### src/rtl/dqe_pkg.sv
package dqe_pkg;
  localparam int unsigned PTR_LOG2 = 3;  // 8-byte pointers

  typedef enum logic [2:0] {
    ST_IDLE,
    ST_HOP_REQ,
    ST_HOP_WAIT,
    ST_SEL_REQ,
    ST_SEL_WAIT,
    ST_DONE
  } walk_state_e;
endpackage

### src/rtl/dqe_index_calc.sv
module dqe_index_calc #(
  parameter int unsigned ADDR_W = 64,
  parameter int unsigned IDX_W  = 16,
  parameter int unsigned LOG_W  = 5
) (
  input  logic [LOG_W-1:0]  pg_log2_i,
  input  logic [LOG_W-1:0]  ent_log2_i,
  input  logic [IDX_W-1:0]  idx_i,
  output logic [ADDR_W-1:0] data_pg_o,
  output logic [ADDR_W-1:0] ent_ofs_o,
  output logic [ADDR_W-1:0] slots_o
);
  import dqe_pkg::*;

  logic [LOG_W-1:0]  epp_log2;
  logic [LOG_W-1:0]  ppp_log2;
  logic [ADDR_W-1:0] idx_ext;
  logic [ADDR_W-1:0] in_pg_mask;

  always_comb begin
    epp_log2   = pg_log2_i - ent_log2_i;
    ppp_log2   = pg_log2_i - LOG_W'(PTR_LOG2);
    idx_ext    = ADDR_W'(idx_i);
    in_pg_mask = (ADDR_W'(1) << epp_log2) - ADDR_W'(1);
    data_pg_o  = idx_ext >> epp_log2;
    ent_ofs_o  = (idx_ext & in_pg_mask) << ent_log2_i;
    // last pointer slot is reserved for the chain link
    slots_o    = (ADDR_W'(1) << ppp_log2) - ADDR_W'(1);
  end
endmodule

### src/rtl/dqe_walk_fsm.sv
module dqe_walk_fsm #(
  parameter int unsigned ADDR_W = 64
) (
  input  logic              clk_i,
  input  logic              rst_ni,
  input  logic              start_i,
  input  logic [ADDR_W-1:0] data_pg_i,
  input  logic [ADDR_W-1:0] ent_ofs_i,
  input  logic [ADDR_W-1:0] slots_i,
  input  logic [ADDR_W-1:0] list_base_i,
  output logic              rd_req_o,
  output logic [ADDR_W-1:0] rd_addr_o,
  input  logic              rd_rvalid_i,
  input  logic [ADDR_W-1:0] rd_rdata_i,
  output logic              busy_o,
  output logic              done_o,
  output logic [ADDR_W-1:0] addr_o
);
  import dqe_pkg::*;

  walk_state_e       state_q;
  logic [ADDR_W-1:0] base_q, rem_q, slots_q, ofs_q, addr_q;
  logic [ADDR_W-1:0] rem_after_hop;

  assign rem_after_hop = rem_q - slots_q;

  always_ff @(posedge clk_i or negedge rst_ni) begin
    if (!rst_ni) begin
      state_q <= ST_IDLE;
      base_q  <= '0;
      rem_q   <= '0;
      slots_q <= '0;
      ofs_q   <= '0;
      addr_q  <= '0;
    end else begin
      case (state_q)
        ST_IDLE: if (start_i) begin
          base_q  <= list_base_i;
          rem_q   <= data_pg_i;
          slots_q <= slots_i;
          ofs_q   <= ent_ofs_i;
          state_q <= (data_pg_i >= slots_i) ? ST_HOP_REQ : ST_SEL_REQ;
        end
        ST_HOP_REQ: state_q <= ST_HOP_WAIT;
        ST_HOP_WAIT: if (rd_rvalid_i) begin
          base_q  <= rd_rdata_i;
          rem_q   <= rem_after_hop;
          state_q <= (rem_after_hop >= slots_q) ? ST_HOP_REQ : ST_SEL_REQ;
        end
        ST_SEL_REQ: state_q <= ST_SEL_WAIT;
        ST_SEL_WAIT: if (rd_rvalid_i) begin
          addr_q  <= rd_rdata_i + ofs_q;
          state_q <= ST_DONE;
        end
        ST_DONE: state_q <= ST_IDLE;
        default: state_q <= ST_IDLE;
      endcase
    end
  end

  always_comb begin
    rd_req_o  = (state_q == ST_HOP_REQ) || (state_q == ST_SEL_REQ);
    rd_addr_o = (state_q == ST_HOP_REQ) ? base_q + (slots_q << 3)
                                        : base_q + (rem_q << 3);
    busy_o    = (state_q != ST_IDLE);
    done_o    = (state_q == ST_DONE);
    addr_o    = addr_q;
  end
endmodule

### src/rtl/dqe_addr_resolver.sv
module dqe_addr_resolver #(
  parameter int unsigned ADDR_W = 64,
  parameter int unsigned IDX_W  = 16,
  parameter int unsigned LOG_W  = 5
) (
  input  logic              clk_i,
  input  logic              rst_ni,
  input  logic              start_i,
  input  logic [LOG_W-1:0]  pg_log2_i,
  input  logic [LOG_W-1:0]  ent_log2_i,
  input  logic [IDX_W-1:0]  idx_i,
  input  logic [ADDR_W-1:0] list_base_i,
  output logic              rd_req_o,
  output logic [ADDR_W-1:0] rd_addr_o,
  input  logic              rd_rvalid_i,
  input  logic [ADDR_W-1:0] rd_rdata_i,
  output logic              busy_o,
  output logic              done_o,
  output logic [ADDR_W-1:0] addr_o
);
  logic [ADDR_W-1:0] data_pg, ent_ofs, slots;

  dqe_index_calc #(.ADDR_W(ADDR_W), .IDX_W(IDX_W), .LOG_W(LOG_W)) calc_i (
    .pg_log2_i (pg_log2_i),
    .ent_log2_i(ent_log2_i),
    .idx_i     (idx_i),
    .data_pg_o (data_pg),
    .ent_ofs_o (ent_ofs),
    .slots_o   (slots)
  );

  dqe_walk_fsm #(.ADDR_W(ADDR_W)) walk_i (
    .clk_i      (clk_i),
    .rst_ni     (rst_ni),
    .start_i    (start_i),
    .data_pg_i  (data_pg),
    .ent_ofs_i  (ent_ofs),
    .slots_i    (slots),
    .list_base_i(list_base_i),
    .rd_req_o   (rd_req_o),
    .rd_addr_o  (rd_addr_o),
    .rd_rvalid_i(rd_rvalid_i),
    .rd_rdata_i (rd_rdata_i),
    .busy_o     (busy_o),
    .done_o     (done_o),
    .addr_o     (addr_o)
  );
endmodule

### config.mk
export PLATFORM = sky130hd
export DESIGN_NAME = dqe_addr_resolver
export DESIGN_NICKNAME = d
export VERILOG_FILES = /design/src/rtl/dqe_pkg.sv /design/src/rtl/dqe_index_calc.sv /design/src/rtl/dqe_walk_fsm.sv /design/src/rtl/dqe_addr_resolver.sv
export SDC_FILE = /design/constraint.sdc
export NUM_CORES = 1
export LEC_CHECK = 0
export ABC_AREA = 1
export ABC_CLOCK_PERIOD_IN_PS = 7280
export CORE_UTILIZATION = 59
export DETAILED_ROUTE_END_ITERATION = 16
export PLACE_DENSITY_LB_ADDON = 0.25
export SLEW_MARGIN = 30
export SYNTH_ARGS = -nofsm -noshare
export SYNTH_HDL_FRONTEND = slang
export SYNTH_SLANG_ARGS = --single-unit
### constraint.sdc
create_clock -name clk_i -period 7.28 [get_ports clk_i]
set_clock_uncertainty 0.05 [all_clocks]
set_input_delay 2.184 -clock clk_i [delete_from_list [all_inputs] [get_ports clk_i]]
set_output_delay 2.184 -clock clk_i [all_outputs]
set_load 0.005 [all_outputs]
==> results.md <==
- Final nets: 4967
- CTS tree: built
- Max cap viols: 0
- Worst-path clk slew: 0.06 ns
- DP Area: 31900 um^2
- Final WL: 109000 um
- Die ar.: 49100 um^2
- TNS Setup: 0 ns
- Setup crit end kind: output pin
- Leakage power: 16.2 nW
- Die H: 222 um
- Status: finished clean
- Max Slew Vio Count: 0
- Clk_lat worst skew: 0.55 ns
- Ys Warns: 0
- Grt ovf: 0
- Internal power: 9.45 mW
- Num rows: 80
- Crit Path Category: reg -> out
- Largest buffer count on any clock path: 3
- Worst Path Buf+Inv: 5
- Number of port buffers: 288
- Pin count of the biggest net entering global routing: 112
- CORE AREA: 47600 um^2
- Slowest stage cell on the critical path: clkdlybuf4s50_1
- Mapped cell area: 28400 um^2
- Post-DR wirelength/cell: 21.0 um
- Post-synth EDFFs: 0
- Net switching power: 11.0 mW
- Hold Buf Count CTS: 0
- Vias: 31800
- CP startpoint: walk_i.state_q[1]
- GRT Total Usage: 0.435
- Root Driver: clkbuf_16
- Hold_sp: walk_i.slots_q[49]
- Clock power share: 0.096
- Reg2reg start: walk_i.slots_q[11]
- Die X: 222 um
- Worst Hold Class: reg -> reg
- Post-Synthesis Cells: 4308
- VDD IR-drop max: 260 uV
- Layout Utilization: 0.696
- DPL Wire Length: 86500 um
- # Post-CTS Setup Buffers: 0
- CP cell instances: nor3_4 -> buf_6 -> clkbuf_8 -> nand2_1 -> o21ai_0 -> inv_1 -> ha_1 -> nand2_1 -> nor2_1 -> inv_1 -> nor4_1 -> nand4_1 -> o211ai_1 -> xor2_1 -> clkdlybuf4s50_1
- CTS Buf Count: 36
- Critical Path Start Type: flop
- Netlist cell types: 55
- Power Dens Cells: 616 nW/um^2
- Sequential share of power: 0.151
- GPL Wtd Cong: 1.09
- Period utilization: 0.992
- Reg2Reg Depth: 22
- Hold-critical path depth: 2
- Clock sinks: 305
- Max stage delay on crit path: 0.51 ns
- Initial antenna violation count: 2
- Layout cells sized above 1: 0.0313
- # DRC: 0
- Iter 0 DRT Violations: 3631
- Vias per cell: 6.12
- Primary FF master, synth: dfrtp_1
- Sw Ratio: 0.537
- Syn nets: 4727
- Setup-failing EPs final: 0
- Mean Syn Cell Area: 6.60 um^2
- Area Growth Syn to Fin: 16.7%
- Asr flop ratio synth: 1.00
- Worst Tran Pin Value: 1.00 ns
- Fmax: 0.138 GHz
- #FFs+latches synth: 305
- R2R Setup Slk: 1.59 ns
- Slew headroom: 0.332
- Worst Hold End: walk_i.slots_q[49]
- Comb power frac: 0.753
- WP depth: 15
- Sequential fraction of the synthesis area: 0.268
- First-pass GRT wire length: 167000 um
- Htree depth: 2
- DRT antenna net count: 0
- Power Total: 20.4 mW
- Drt first pass iters: 8
- CP top delay family: simple AND/OR/NAND/NOR gates
- Crit Path Max Fanout: 59
- R2r endpoint: walk_i.state_q[1]
- Vias in the first global route: 30300
- Initial core utilization: 0.597
- WHS: 0.433 ns
- Post-route minimum period: 7.22 ns
- Crit path DAT: 4.99 ns
- CP required: 5.05 ns
- # diodes: 0
- Final Cell Area: 33200 um^2
- Top Ports: 289
- RSZ-0062 raised after global routing: yes
- Final number of hold-violating endpoints: 0
==> metrics by stage <==
stage | setup slack, ns | std cells
after floorplan | 1.30 | 4308
after global placement | 0.532 | 5125
after detailed placement | 0.422 | 5125
after CTS | 0.0179 | 5188
after global routing | -0.0811 | 5188
final | 0.0563 | 5188
==> what timing repair did <==
action,in CTS,in global routing
cloned,0,0
resized for setup,3,10
setup endpoints to repair,4,24
==> cell usage in the layout, fill, tap and decap left out, types with 21 or more instances in the layout <==
cell,synthesis,layout
ha_1,257,257
clkbuf_16,0,37
nor3_1,46,45
nand4_1,54,54
xor2_1,116,116
a31oi_1,52,52
a21oi_1,335,331
o22ai_1,82,82
xnor2_1,62,62
nand2_1,959,957
nor4_1,21,21
inv_1,549,548
clkdlybuf4s50_1,0,287
o21ai_0,396,394
dfrtp_1,305,305
nand3_1,253,253
buf_4,5,24
nor2_1,500,498
==> cell type report <==
class                      count  area (um^2)
tap                          615          769
sequential                   305         7630
clock buffer                  47         1010
multi-input combinational   3330        18300
timing repair buffer         316         3120
fill                        4130        14500
clock inverter                16          245
inverter                     559         2100
==> how the worst max path moves through the flow <==
stage | to | slack, ns
final | rd_addr_o[59] | 0.06
after CTS | rd_addr_o[45] | 0.02
after floorplan | rd_addr_o[47] | 1.30
after global routing | rd_addr_o[45] | -0.08
after detailed placement | rd_addr_o[45] | 0.42
after global placement | rd_addr_o[45] | 0.53
==> cells in the mapped netlist, types with 5 or more instances <==
cell type / instances / area, um^2
nor2_1: 500 / 1880
o21a_1: 20 / 150
nor3_1: 46 / 230
o211ai_1: 20 / 150
o21bai_1: 15 / 113
dfrtp_1: 305 / 7630
or2_2: 14 / 87.6
o21ai_1: 15 / 75.1
a22o_1: 7 / 61.3
inv_1: 549 / 2060
o21ai_0: 396 / 1980
a221oi_1: 6 / 52.6
o221ai_1: 7 / 61.3
a21oi_1: 335 / 1680
nand2_1: 959 / 3600
xnor2_1: 62 / 543
inv_2: 7 / 26.3
nand3_1: 253 / 1270
clkbuf_1: 89 / 334
a211oi_1: 7 / 52.6
a21o_1: 18 / 135
nand2_2: 7 / 43.8
buf_4: 5 / 37.5
xor2_1: 116 / 1020
a31oi_1: 52 / 325
ha_1: 257 / 3220
buf_1: 14 / 52.6
o22ai_1: 82 / 513
nor4_1: 21 / 131
nand4_1: 54 / 338
a21boi_0: 14 / 105
o31ai_1: 5 / 37.5
==> power by group through the flow <==
stage | Combinational [mW] | Clock, mW | Sequential [mW]
floorplan | 9.25 | 0 | 2.77
global placement | 14.5 | 0 | 3.03
detailed placement | 14.7 | 0 | 3.03
CTS | 14.9 | 1.97 | 3.03
global route | 16.7 | 2.03 | 3.12
finish | 15.4 | 1.97 | 3.08
==> tightest hold or removal path: stages, from the launching register on <==
cell,delay (ns)
dfrtp_1,0.34
nand2_1,0.06
inv_1,0.05
==> cell families after synthesis <==
logic type	count (synthesis)	share of synthesized area
compound gates	1015	0.198
flops	305	0.268
buf+inv	673	0.0902
simple gates	1874	0.272
mux	2	0.000704
fa+ha+maj	261	0.116
xor+xnor	178	0.0548
==> flip-flops by register name, indices dropped and copies added (netlist names) <==
signal,count
walk_i.addr_o,64
walk_i.base_q,64
walk_i.rem_q,64
walk_i.slots_q,63
walk_i.ofs_q,47
walk_i.state_q,3
==> routing by layer <==
layer / track usage / share of wire
met1: 0.570 / 0.40
met2: 0.692 / 0.44
met3: 0.0832 / 0.11
met4: 0.207 / 0.051
met5: 0 / 0.00023
No activity file was read; power rests on OpenSTA's default activity.
